## src/rtl/rfs_pkg.sv

```systemverilog
`timescale 1ns/1ps
package rfs_pkg;

    typedef enum logic [1:0] {
        PH_PAUSE,
        PH_INIT,
        PH_RUN
    } phase_e;

    typedef enum logic [1:0] {
        EN_IDLE,
        EN_LEAD,
        EN_ACT,
        EN_PRE
    } eng_e;

    typedef enum logic {
        VARIANT_2K,
        VARIANT_4K
    } variant_e;

    typedef struct packed {
        logic ras_n;
        logic cas_n;
    } strobe_t;

    // Round a time in ns up to whole clocks, never below one clock.
    function automatic int ns_to_cycles(input int ns, input int clk_ps);
        int c;
        c = (ns * 1000 + clk_ps - 1) / clk_ps;
        return (c < 1) ? 1 : c;
    endfunction

    function automatic int max2(input int a, input int b);
        return (a > b) ? a : b;
    endfunction

    function automatic int refresh_rows(input variant_e v);
        return (v == VARIANT_4K) ? 4096 : 2048;
    endfunction

    function automatic longint refresh_window_ns(input variant_e v);
        return (v == VARIANT_4K) ? longint'(64_000_000) : longint'(32_000_000);
    endfunction

    // Spacing between distributed refreshes, rounded down so the window is met.
    function automatic int interval_cycles(input variant_e v, input int clk_ps);
        longint slot_ps;
        longint c;
        slot_ps = refresh_window_ns(v) * 1000 / refresh_rows(v);
        c = slot_ps / clk_ps;
        return (c < 1) ? 1 : int'(c);
    endfunction

endpackage

```

## src/rtl/rfs_cbr_engine.sv

```systemverilog
`timescale 1ns/1ps
module rfs_cbr_engine
    import rfs_pkg::*;
#(
    parameter int LEAD_CYC = 1,
    parameter int ACT_CYC  = 3,
    parameter int PRE_CYC  = 2
) (
    input  logic    clk,
    input  logic    rst,
    input  logic    start,
    output strobe_t strobe,
    output logic    busy,
    output logic    done
);

    localparam int MAX_CYC = max2(LEAD_CYC, max2(ACT_CYC, PRE_CYC));
    localparam int CW      = $clog2(MAX_CYC + 1);
    localparam logic [CW-1:0] LEAD_LD = CW'(LEAD_CYC - 1);
    localparam logic [CW-1:0] ACT_LD  = CW'(ACT_CYC - 1);
    localparam logic [CW-1:0] PRE_LD  = CW'(PRE_CYC - 1);

    eng_e          state;
    logic [CW-1:0] cnt;

    always_ff @(posedge clk) begin
        if (rst) begin
            state <= EN_IDLE;
            cnt   <= '0;
        end else begin
            case (state)
                EN_IDLE: begin
                    if (start) begin
                        state <= EN_LEAD;
                        cnt   <= LEAD_LD;
                    end
                end
                EN_LEAD: begin
                    if (cnt == '0) begin
                        state <= EN_ACT;
                        cnt   <= ACT_LD;
                    end else begin
                        cnt <= cnt - CW'(1);
                    end
                end
                EN_ACT: begin
                    if (cnt == '0) begin
                        state <= EN_PRE;
                        cnt   <= PRE_LD;
                    end else begin
                        cnt <= cnt - CW'(1);
                    end
                end
                EN_PRE: begin
                    if (cnt == '0) begin
                        state <= EN_IDLE;
                    end else begin
                        cnt <= cnt - CW'(1);
                    end
                end
                default: state <= EN_IDLE;
            endcase
        end
    end

    always_comb begin
        strobe.cas_n = !((state == EN_LEAD) || (state == EN_ACT));
        strobe.ras_n = !(state == EN_ACT);
        busy         = (state != EN_IDLE);
        done         = (state == EN_PRE) && (cnt == '0);
    end

endmodule

```

## src/rtl/rfs_interval_timer.sv

```systemverilog
`timescale 1ns/1ps
module rfs_interval_timer #(
    parameter int PERIOD_CYC = 781
) (
    input  logic clk,
    input  logic rst,
    input  logic en,
    output logic tick
);

    localparam int TW = $clog2(PERIOD_CYC + 1);
    localparam logic [TW-1:0] LAST = TW'(PERIOD_CYC - 1);

    logic [TW-1:0] cnt;

    always_ff @(posedge clk) begin
        if (rst || !en) begin
            cnt <= '0;
        end else if (cnt == LAST) begin
            cnt <= '0;
        end else begin
            cnt <= cnt + TW'(1);
        end
    end

    assign tick = en && (cnt == LAST);

endmodule

```

## src/rtl/rfs_backlog.sv

```systemverilog
`timescale 1ns/1ps
module rfs_backlog #(
    parameter int LIMIT = 4,
    parameter int OW    = $clog2(LIMIT + 1)
) (
    input  logic          clk,
    input  logic          rst,
    input  logic          inc,
    input  logic          dec,
    output logic [OW-1:0] owed,
    output logic          full
);

    localparam int SW = OW + 1;

    logic          dec_ok;
    logic [SW-1:0] sum;
    logic [OW-1:0] nxt;

    always_comb begin
        dec_ok = dec && (owed != '0);
        sum    = {1'b0, owed} + SW'(inc) - SW'(dec_ok);
        if (sum > SW'(LIMIT)) begin
            nxt = OW'(LIMIT);
        end else begin
            nxt = sum[OW-1:0];
        end
    end

    always_ff @(posedge clk) begin
        if (rst) begin
            owed <= '0;
        end else begin
            owed <= nxt;
        end
    end

    assign full = (owed == OW'(LIMIT));

endmodule

```

## src/rtl/rfs_refresh_sched.sv

```systemverilog
`timescale 1ns/1ps
module rfs_refresh_sched
    import rfs_pkg::*;
#(
    parameter int       CLK_PS      = 20000,
    parameter variant_e VARIANT     = VARIANT_4K,
    parameter int       STARTUP_NS  = 200000,
    parameter int       INIT_CYCLES = 8,
    parameter int       BACKLOG_MAX = 4,
    parameter int       T_CSR_NS    = 10,
    parameter int       T_CHR_NS    = 10,
    parameter int       T_RAS_NS    = 60,
    parameter int       T_RP_NS     = 40
) (
    input  logic clk,
    input  logic rst,
    input  logic bus_gnt,
    output logic ras_n,
    output logic cas_n,
    output logic ready,
    output logic ref_req,
    output logic force_close
);

    localparam int PAUSE_CYC    = ns_to_cycles(STARTUP_NS, CLK_PS);
    localparam int LEAD_CYC     = ns_to_cycles(T_CSR_NS, CLK_PS);
    localparam int ACT_CYC      = max2(ns_to_cycles(T_RAS_NS, CLK_PS),
                                       ns_to_cycles(T_CHR_NS, CLK_PS));
    localparam int PRE_CYC      = ns_to_cycles(T_RP_NS, CLK_PS);
    localparam int INTERVAL_CYC = interval_cycles(VARIANT, CLK_PS);
    localparam int PW           = $clog2(PAUSE_CYC + 1);
    localparam int IW           = $clog2(INIT_CYCLES + 1);
    localparam int OW           = $clog2(BACKLOG_MAX + 1);

    phase_e        phase;
    logic [PW-1:0] pause_cnt;
    logic [IW-1:0] init_cnt;

    strobe_t       strobe;
    logic          eng_busy;
    logic          eng_done;
    logic          eng_start;
    logic          tick;
    logic [OW-1:0] owed;
    logic          owed_full;
    logic          in_run;

    assign in_run = (phase == PH_RUN);

    // Power-up phases: silent pause, wake-up cycles, then normal running.
    always_ff @(posedge clk) begin
        if (rst) begin
            phase     <= PH_PAUSE;
            pause_cnt <= PW'(PAUSE_CYC - 1);
            init_cnt  <= '0;
        end else begin
            case (phase)
                PH_PAUSE: begin
                    if (pause_cnt == '0) begin
                        phase <= PH_INIT;
                    end else begin
                        pause_cnt <= pause_cnt - PW'(1);
                    end
                end
                PH_INIT: begin
                    if (eng_done) begin
                        if (init_cnt == IW'(INIT_CYCLES - 1)) begin
                            phase <= PH_RUN;
                        end else begin
                            init_cnt <= init_cnt + IW'(1);
                        end
                    end
                end
                PH_RUN:  phase <= PH_RUN;
                default: phase <= PH_PAUSE;
            endcase
        end
    end

    always_comb begin
        eng_start = 1'b0;
        if (!eng_busy) begin
            if (phase == PH_INIT) begin
                eng_start = 1'b1;
            end else if (in_run && (owed != '0) && bus_gnt) begin
                eng_start = 1'b1;
            end
        end
    end

    rfs_cbr_engine #(
        .LEAD_CYC (LEAD_CYC),
        .ACT_CYC  (ACT_CYC),
        .PRE_CYC  (PRE_CYC)
    ) u_engine (
        .clk    (clk),
        .rst    (rst),
        .start  (eng_start),
        .strobe (strobe),
        .busy   (eng_busy),
        .done   (eng_done)
    );

    rfs_interval_timer #(
        .PERIOD_CYC (INTERVAL_CYC)
    ) u_timer (
        .clk  (clk),
        .rst  (rst),
        .en   (in_run),
        .tick (tick)
    );

    rfs_backlog #(
        .LIMIT (BACKLOG_MAX),
        .OW    (OW)
    ) u_backlog (
        .clk  (clk),
        .rst  (rst),
        .inc  (tick),
        .dec  (eng_done && in_run),
        .owed (owed),
        .full (owed_full)
    );

    assign ras_n       = strobe.ras_n;
    assign cas_n       = strobe.cas_n;
    assign ready       = in_run;
    assign ref_req     = in_run && ((owed != '0) || eng_busy);
    assign force_close = owed_full;

endmodule

```

## config.mk

```make
export PLATFORM = sky130hd
export DESIGN_NAME = rfs_refresh_sched
export DESIGN_NICKNAME = d
export VERILOG_FILES = /design/src/rtl/rfs_pkg.sv /design/src/rtl/rfs_cbr_engine.sv /design/src/rtl/rfs_interval_timer.sv /design/src/rtl/rfs_backlog.sv /design/src/rtl/rfs_refresh_sched.sv
export SDC_FILE = /design/constraint.sdc
export NUM_CORES = 1
export LEC_CHECK = 0
export ABC_AREA = 1
export CAP_MARGIN = 20
export CELL_PAD_IN_SITES_DETAIL_PLACEMENT = 0
export CELL_PAD_IN_SITES_GLOBAL_PLACEMENT = 2
export CORE_UTILIZATION = 35
export CTS_CLUSTER_DIAMETER = 60
export CTS_CLUSTER_SIZE = 30
export DETAILED_ROUTE_END_ITERATION = 8
export DONT_BUFFER_PORTS = 1
export PLACE_DENSITY_LB_ADDON = 0.1
export SYNTH_ARGS = -nofsm -noshare
export SYNTH_HDL_FRONTEND = slang
export SYNTH_HIERARCHICAL = 1
export SYNTH_SLANG_ARGS = --single-unit
```

## constraint.sdc

```tcl
create_clock -name clk -period 3.03 [get_ports clk]
set_clock_uncertainty 0.15 [all_clocks]
set_input_delay 0.4545 -clock clk [delete_from_list [all_inputs] [get_ports clk]]
set_output_delay 0.4545 -clock clk [all_outputs]
set_load 0.01 [all_outputs]
```

# Word level (Yosys, flattened, before mapping)

Cells that the tools add are included.

Order comparisons: 1
Bitwise operators: 2
Equality and inequality tests: 16
$add $sub $neg: 6
Reduce and logical (&&, ||, !) cells: 26
Muxes and demuxes: 18

Operators with widths:

| operator              | count |
|---|---|
| $mux 2                | 11 |
| $pmux 2 s4            | 2 |
| $logic_not 14->1      | 1 |
| $sub 14x1->14 const B | 1 |
| $add 10x1->10 const B | 1 |
| $eq 10x10->1 const B  | 1 |
| $ne 2x2->1 const B    | 5 |
| $logic_and 1x1->1     | 7 |
| $eq 2x2->1 const B    | 3 |
| $logic_not 2->1       | 3 |
| $ne 2x1->1 const B    | 3 |
| $pmux 2 s3            | 1 |
| $reduce_and 3->1      | 2 |
| $add 3x1->4           | 1 |
| $add 4x1->4 const B   | 1 |
| $eq 2x1->1 const B    | 2 |
| $eq 4x3->1 const B    | 1 |
| $gt 4x3->1 const B    | 1 |
| $reduce_and 2->1      | 2 |
| $reduce_and 4->1      | 1 |
| $reduce_or 2->1       | 2 |
| $sub 4x1->4           | 1 |
| $eq 3x3->1 const B    | 1 |
| $logic_not 1->1       | 3 |
| 7 further kinds       | 12 |

Register bits: 37
Input port bits: 3
Output and inout bits: 5
Word-level logic and storage cells: 77

# Logic depth before layout (Yosys ltp)

Gate-level depths: netlist of the first run.

Depth after elaboration: 8
Gate-level depth with buffers: 18
Mapped depth without buffers: 18

# By module

The synthesis of the first run kept the hierarchy.

By module, submodules not included:

| module             | cells each | instances | area each (sq um) | sequential area each (sq um) |
|---|---|---|---|---|
| rfs_refresh_sched  | 176        | 1         | 1201.2            | 400.4 |
| rfs_interval_timer | 66         | 1         | 504.2             | 200.2 |
| rfs_cbr_engine     | 60         | 1         | 362.8             | 80.1 |
| rfs_backlog        | 41         | 1         | 292.8             | 60.1 |

# Least setup slack after synthesis of the first run

No wires, ideal clock.

Kind: register to register
Start: reg u_engine.cnt[0]
End: reg u_backlog.owed[1]
Slack: 0.531 ns
Setup time: 0.073 ns
Required time: 2.807 ns
Arrival: 2.276 ns
Period minus slack after synthesis: 2.499 ns
Cell stages (with the launch flop): 17
Buffers on the path: 0
Path through: dfxtp_1 > inv_1 > ha_1 > nand2_1 > inv_1 > nand2_1 > inv_1 > o31a_1 > ha_1 > inv_1 > ha_1 > inv_1 > fa_1 > nand2_1 > nand3_2 > nand2_2 > nor3_2

Longest elaborated chain between the ends: 7

RTL lines:

| item                      | RTL line                 | text |
|---|---|---|
| from (decl)               | rfs_cbr_engine.sv:24     | `logic [CW-1:0] cnt;` |
| from (signal assigned)    | rfs_cbr_engine.sv:43     | `cnt <= cnt - CW'(1);` |
| from (signal assigned)    | rfs_cbr_engine.sv:51     | `cnt <= cnt - CW'(1);` |
| from (signal assigned)    | rfs_cbr_engine.sv:58     | `cnt <= cnt - CW'(1);` |
| $logic_not 2->1 *         | rfs_cbr_engine.sv:70     | `done = (state == EN_PRE) && (cnt == '0);` |
| $logic_and 1x1->1 *       | rfs_cbr_engine.sv:70     |  |
| net eng_done              | rfs_refresh_sched.sv:41  | `logic eng_done;` |
| $logic_and 1x1->1 *       | rfs_refresh_sched.sv:120 | `.dec (eng_done && in_run),` |
| $logic_and 1x1->1 *       | rfs_backlog.sv:21        | `dec_ok = dec && (owed != '0);` |
| $sub 4x1->4 *             | rfs_backlog.sv:22        | `sum = {1'b0, owed} + SW'(inc) - SW'(dec_ok);` |
| $gt 4x3->1                | rfs_backlog.sv:23        | `if (sum > SW'(LIMIT)) begin` |
| $reduce_or 2->1 (no line) | -                        |  |
| to (signal assigned)      | rfs_backlog.sv:34        | `owed <= nxt;` |
| to (decl)                 | rfs_backlog.sv:10        | `output logic [OW-1:0] owed,` |

Mark *: on every way through the listed nets, which the timed path passes. The rest lies on a longest branch.
A chain may end at the register's enable or synchronous reset.

# Worst setup path after layout of the first run

Start: reg u_engine.cnt[0]
End: reg u_backlog.owed[0]

Same word-level chain as after synthesis.

==> summary.md, run 1 <==
| Metric | Value |
|---|---|
| Leak | roughly 1.1 nW |
| Top delay family on crit path | adder cells |
| Yosys top cell area share | 31.4% |
| WS Path Type | reg -> reg |
| Cts hold-fix bufs | 0 |
| Total core area | 0.00642 sq mm |
| Initial antenna violation count | 0 |
| Boundary Pins | 8 |
| Die Wd | around 84 um |
| Max_slew headroom | 73.2% |
| Total negative slack | 0 ns |
| Cell variety after synth | 31 |
| Setup Buffers After CTS | 0 |
| Ant. Diodes | 0 |
| Initial core utilization | between 30% and 40% |
| Pin count of the biggest net entering global routing | 20 |
| Worst Setup End Kind | flop |
| Hold Crit Class | in -> reg |
| Achievable frequency | about 370 MHz |
| RD Place Congestion | 0.782 |
| Vias per std cell | between 4 and 5 |
| Unrepaired setup endpoints after global routing | false |
| FF+latch count, synth | 37 |
| Final worst-path cycle share | 89.6% |
| Most frequent cells in the layout | nand2_1 (93), inv_1 (55), nor2_1 (46), dfxtp_1 (37), nand3_1 (22) |
| Worst skew pair latency | 0.28 ns |
| Critical path fanouts, max | 4 |
| Cell taking the most area after synthesis | dfxtp_1 |
| Yosys warnings | 6 |
| Routing usage on met1 | approximately a fifth |
| Max Cap Viol | 0 |
| First-iteration detailed-routing DRC count | between 90 and 100 |
| Most used cell, CP | inv_1 |
| DRC | 0 |
| Die height | around 84 um |
| Hold WS | around 0.079 ns |
| Status | finished, final reports clean |
| Post-CTS Resized | 0 |
| Worst path cell trace | inv_1, ha_1, nand2_1, inv_1, nand2_1, inv_1, o31a_1, ha_1, inv_1, ha_1, inv_1, fa_1, nand2_1, nand3_2, nand2_2, nor3_2 |
| Slew @ Worst Pin | 0.402 ns |
| Crit path launch type | flop |
| First-pass detailed-route iteration total | 4 |
| Final Hold Fails | 0 |
| Die ar. | slightly above 0.007 sq mm |
| Pwr dens | 517 mW/mm^2 |
| Synth Cell Area | about 0.0024 sq mm |
| Detailed Route WL | ~4700 um |
| CTS Buf Count | 5 |
| Worst path bufs/invs | 5 |
| Min cycle time layout | about 2.7 ns |
| Max-slew violation total from the final report | 0 |
| Finished Layout Cells | 423 |
| PortBufs | 0 |
| Layout cell share with drive strength beyond 1 | under 10% |
| Synth area leaders | dfxtp_1 (31%), nand2_1 (15%), ha_1 (9.5%), inv_1 (8.7%), nor2_1 (7.3%) |
| Total grt overflow | 0 |
| Clk sinks | 37 |
| Seq/Total Area, Yosys | between 30% and 40% |
| Routed Antenna Nets | 0 |
| Met3 Usage GRT | under 10% |
| CTS Buffer Depth | 2 |
| Clock Tree Root | clkbuf_8 |
| Total Routing Usage GR | roughly 15% |
| CP Data Arrival Time | around 2.8 ns |
| Crit path required time | slightly above 3 ns |
| Nets | about 370 |
| Hpwl dp | 3440 um |
| First-pass GRT wire length | roughly 8400 um |
| Peak supply drop | around 140 uV |
| Wirelength per Cell | about 11 um |
| H-Tree Depth | 2 |
| Slowest CP cell | fa_1 |
| Dpl cells | roughly 420 |
| Post-Syn Nets | approximately 370 |
| Delay of the slowest critical-path stage | 0.52 ns |
| Final Setup Violations | 0 |
| Mapped Avg Cell Area | roughly 6.9 sq um |
| Commonest non-fill, non-tap cell in the layout | nand2_1 |
| Site row count | 29 |
| GR peak layer | met2 |
| Area Growth Syn to Fin | 6.04% |
| GR met2 Demand/Resource | 23.8% |
| Clock transition at path regs | roughly 0.070 ns |
| Vias in the first global route | 1874 |
| CTS tree | built |
| Via count | 1908 |
| Synth Instances | roughly 340 |
==> path summary, 6_finish.rpt <==
path	cells after the start	slack, ns	start	to
min reg2reg	2	0.33	u_engine/cnt[0]$_SDFFE_PP0P_	u_engine/cnt[0]$_SDFFE_PP0P_
min	1	0.08	rst	pause_cnt[6]$_SDFFE_PP0P_
max	16	0.32	u_engine/cnt[0]$_SDFFE_PP0P_	u_backlog/owed[0]$_SDFF_PP0_
max reg2reg	16	0.32	u_engine/cnt[0]$_SDFFE_PP0P_	u_backlog/owed[0]$_SDFF_PP0_
==> flip-flops by register name, summed over array words and instances (netlist names) <==
signal / cells
pause_cnt: 14
u_timer/cnt: 10
init_cnt: 4
u_backlog/owed: 3
phase: 2
u_engine/cnt: 2
u_engine/state: 2
==> kinds of logic after synthesis <==
family | share of synthesized area (%)
AO/OA/AOI/OAI | 8.32
adder cells (fa/ha/maj) | 10.4
AND/OR/NAND/NOR | 35.5
XOR/XNOR | 3.71
buffers and inverters | 10.8
flip-flops | 31.4
==> layout make-up <==
type                       instances  area [sq um]
fill                             710          3920
inverter                          57           214
tap                               77          96.3
sequential                        37           741
multi-input combinational        245          1370
clock buffer                       7          86.3
==> synth_stat cells <==
master	n
nand2_1	93
inv_1	55
nor2_1	46
dfxtp_1	37
nand3_1	22
ha_1	18
o21ai_0	11
a21oi_1	10
a21oi_2	7
xor2_1	6
nand2_2	4
nand3_2	4
xnor2_1	4
nor2_4	3
inv_2	2
nand2_4	2
nand3b_1	2
nor2_2	2
nor3_1	2
nor3_2	2
a31oi_1	1
buf_12	1
buf_2	1
buf_6	1
clkbuf_1	1
fa_1	1
nand2_8	1
nand4_1	1
o21a_1	1
o21bai_1	1
o31a_1	1
==> worst register-to-register path: cells and delay by family, from the launching register on <==
| family | cells | cell delay [ns] |
|---|---|---|
| buf+inv | 5 | 0.30 |
| simple gates | 6 | 0.53 |
| flops | 1 | 0.35 |
| fa+ha+maj | 4 | 1.20 |
| compound gates | 1 | 0.09 |
==> through the flow <==
step                setup WS (ns)  power (W)  cell area, sq um  utilization [%]
finish                      0.316    0.00129              2500             39.0
global route                0.107    0.00141              2500             39.0
CTS                         0.297    0.00132              2500             39.0
detailed placement          0.313   0.000963              2420             37.6
global placement            0.355   0.000966              2420             37.6
floorplan                   0.531   0.000907              2360                -
==> power by group <==
part,internal (W),total (W),switching [W]
Sequential,0.000532,0.000576,0.0000432
Combinational,0.000127,0.000370,0.000243
Clock,0.000181,0.000348,0.000167
==> routing by layer <==
layer / wire (um) / vias to the layer above
met2: 2070 / 10
met5: 0 / -
met3: 98 / 2
li1: - / 1061
met1: 2460 / 835
met4: 24 / 0
Power figures use the tool's default switching activity.
==> inputs of run 2 (changes only) <==
--- a/config.mk
+++ b/config.mk
@@ -6,6 +6,7 @@
 export NUM_CORES = 1
 export LEC_CHECK = 0
 export ABC_AREA = 1
+export BUFFER_PORTS_ARGS = -buffer_cell sky130_fd_sc_hd__buf_2
 export CAP_MARGIN = 20
 export CELL_PAD_IN_SITES_DETAIL_PLACEMENT = 0
 export CELL_PAD_IN_SITES_GLOBAL_PLACEMENT = 2
@@ -13,8 +14,7 @@
 export CTS_CLUSTER_DIAMETER = 60
 export CTS_CLUSTER_SIZE = 30
 export DETAILED_ROUTE_END_ITERATION = 8
-export DONT_BUFFER_PORTS = 1
-export PLACE_DENSITY_LB_ADDON = 0.1
+export PLACE_DENSITY = 0.81
 export SYNTH_ARGS = -nofsm -noshare
 export SYNTH_HDL_FRONTEND = slang
 export SYNTH_HIERARCHICAL = 1
==> run 2 against run 1 <==
Net effect: wire length fell by 3.4%; clock power fell by 2%; final area rose by 1.4%; register-to-register slack barely moved; first-iteration DRC count rose by 6.6%; critical path depth did not move; utilization rose by 0.55 points; combinational power rose by 4%; largest power group unchanged.
==> summary.md, run 2 (synthesis results as in run 1) <==
| Metric | Value |
|---|---|
| Ant. Diodes | 0 (unchanged) |
| Dpl cells | 423 (+1.7%) |
| Largest Register | pause_cnt |
| Reg2reg path depth | 16 (unchanged) |
| CTS tree | built |
| Finished Layout Cells | 431 (+1.9%) |
| Final worst-path cycle share | 89.3% (-0.31 points) |
| First-pass detailed-route iteration total | 4 (unchanged) |
| First-pass GRT wire length | 7790 um (-6.8%) |
| Die ar. | 0.00708 sq mm (unchanged) |
| Clock Tree Root | clkbuf_8 |
| Leak | 1.14 nW (+2.7%) |
| Die height | 84.1 um (unchanged) |
| Total grt overflow | 0 (unchanged) |
| Vias in the first global route | 1754 (-6.4%) |
| Slew @ Worst Pin | 0.399 ns (-0.00286 ns) |
| Min cycle time layout | 2.70 ns (-0.00929 ns) |
| Vias per std cell | 4.59 (+1.8%) |
| Most frequent cells in the layout | nand2_1 (93), inv_1 (55), nor2_1 (46), dfxtp_1 (37), nand3_1 (22) |
| CTS Buffer Depth | 2 (unchanged) |
| Total power | 0.00130 W (+0.43%) |
| WS Path Type | reg -> reg |
| Reg-to-Reg End | u_backlog/owed[0]$_SDFF_PP0_ |
| PortBufs | 7 (+7) |
| Critical path fanouts, max | 4 (unchanged) |
| Crit path required time | 3.09 ns (about the same) |
| DRC | 0 (unchanged) |
| Commonest non-fill, non-tap cell in the layout | nand2_1 |
| H-Tree Depth | 2 (unchanged) |
| CTS Buf Count | 5 (unchanged) |
| Nets | 375 (+1.9%) |
| Cts hold-fix bufs | 0 (unchanged) |
| Site row count | 29 (unchanged) |
| Pwr dens | 512 mW/mm^2 (-0.95%) |
| Hold path startpoint | u_timer/cnt[0]$_SDFF_PP0_ |
| Post-CTS Resized | 0 (unchanged) |
| Pre-CTS setup slack | 0.336 ns (+0.0229 ns) |
| Achievable frequency | 370 MHz (+0.34%) |
| Hold WS | 0.321 ns (+0.242 ns) |
| First-iteration detailed-routing DRC count | 97 (+6.6%) |
| WHS Endpoint | u_timer/cnt[0]$_SDFF_PP0_ |
| Most used cell, CP | inv_1 |
| Hpwl dp | 3380 um (-1.9%) |
| Clk sinks | 37 (unchanged) |
| Final Setup Violations | 0 (unchanged) |
| Detailed Route WL | 4500 um (-3.4%) |
| Worst path bufs/invs | 5 (unchanged) |
| Max FFs per register | 14 (unchanged) |
| Launch point of the worst reg-to-reg path | u_engine/cnt[0]$_SDFFE_PP0P_ |
| Crit path launch type | flop |
| Peak supply drop | 158 uV (+12%) |
| Unrepaired setup endpoints after global routing | false |
| Initial antenna violation count | 0 (unchanged) |
| Worst Setup End Kind | flop |
| Worst skew pair latency | 0.29 ns (about the same) |
| Max Cap Viol | 0 (unchanged) |
| Flop-to-flop setup slack | 0.33 ns (about the same) |
| Max-slew violation total from the final report | 0 (unchanged) |
| Max_slew headroom | 73.4% (+0.19 points) |
| Total Routing Usage GR | 13.6% (-0.90 points) |
| Wirelength per Cell | 10.4 um (-5.2%) |
| Die Wd | 84.1 um (unchanged) |
| Layout cell share with drive strength beyond 1 | 11.9% (+2.3 points) |
| CP Data Arrival Time | 2.77 ns (about the same) |
| Initial core utilization | 36.8% (unchanged) |
| RD Place Congestion | 0.740 (-5.4%) |
| Final Hold Fails | 0 (unchanged) |
| Biggest regs | pause_cnt x14, u_timer/cnt x10, init_cnt x4 |
| Hold Path Depth | 1 (unchanged) |
| Hold Crit Class | reg -> reg |
| Pin count of the biggest net entering global routing | 20 (unchanged) |
| Total negative slack | 0 ns (unchanged) |
| Final worst slack | 0.325 ns (+0.00929 ns) |
| Slowest CP cell | fa_1 |
| Setup Buffers After CTS | 0 (unchanged) |
| Clock transition at path regs | 0.08 ns (about the same) |
| Routed Antenna Nets | 0 (unchanged) |
| Worst path cell trace | inv_1, ha_1, nand2_1, inv_1, nand2_1, inv_1, o31a_1, ha_1, inv_1, ha_1, inv_1, fa_1, nand2_1, nand3_2, nand2_2, nor3_2 |
| Status | finished, final reports clean |
| Total core area | 0.00642 sq mm (unchanged) |
| Top delay family on crit path | adder cells |
| Boundary Pins | 8 (unchanged) |
| Delay of the slowest critical-path stage | 0.52 ns (about the same) |
| Area Growth Syn to Fin | 7.52% |
| Via count | 1979 (+3.7%) |
[run 2: routing by layer]
| metal | routed length (um) | global-route usage (%) | share of wire, % |
|---|---|---|---|
| met4 | 50 | 4.70 | 1.1 |
| met2 | 2050 | 22.7 | 46 |
| met1 | 2280 | 17.5 | 51 |
| met3 | 114 | 2.95 | 2.5 |
| met5 | 0 | 0 | 0 |
[run 2: how the worst max path moves through the flow]
stage | from | to | slack [ns] | depth (start not counted)
floorplan | u_engine/cnt[0]$_SDFFE_PP0P_ | u_backlog/owed[1]$_SDFF_PP0_ | 0.53 | 16
global placement | u_engine/cnt[0]$_SDFFE_PP0P_ | u_backlog/owed[1]$_SDFF_PP0_ | 0.40 | 16
detailed placement | u_engine/cnt[0]$_SDFFE_PP0P_ | u_backlog/owed[1]$_SDFF_PP0_ | 0.34 | 16
CTS | u_engine/cnt[0]$_SDFFE_PP0P_ | u_backlog/owed[1]$_SDFF_PP0_ | 0.30 | 16
global route | u_engine/state[0]$_SDFFE_PP0P_ | u_backlog/owed[1]$_SDFF_PP0_ | 0.07 | 15
finish | u_engine/cnt[0]$_SDFFE_PP0P_ | u_backlog/owed[0]$_SDFF_PP0_ | 0.33 | 16
[run 2: final cells by class]
cell class	count	area, sq um
fillers	687	3880
multi-input cells	245	1370
flip-flops and latches	37	741
inverters	57	214
well taps	77	96.3
clock buffers	5	68.8
repair buffers	7	35.0
clock inverters	3	17.5
[run 2: report_power, final]
part / leakage, nW / switching (W) / internal [W]
clock network: 0.0439 / 0.000181 / 0.000159
registers: 0.300 / 0.0000435 / 0.000532
logic: 0.793 / 0.000248 / 0.000135
[run 2: worst register-to-register path, stage by stage (launching register included)]
cell and delay [ns]:
dfxtp_1 0.36, inv_1 0.08, ha_1 0.24, nand2_1 0.10, inv_1 0.08, nand2_1 0.07
inv_1 0.04, o31a_1 0.09, ha_1 0.26, inv_1 0.05, ha_1 0.18, inv_1 0.06
fa_1 0.52, nand2_1 0.08, nand3_2 0.06, nand2_2 0.06, nor3_2 0.14
[run 2: metrics by stage]
stage               area (sq um)  utilization (%)
floorplan                   2360                -
global placement            2450             38.2
detailed placement          2450             38.2
CTS                         2540             39.5
global route                2540             39.5
finish                      2540             39.5
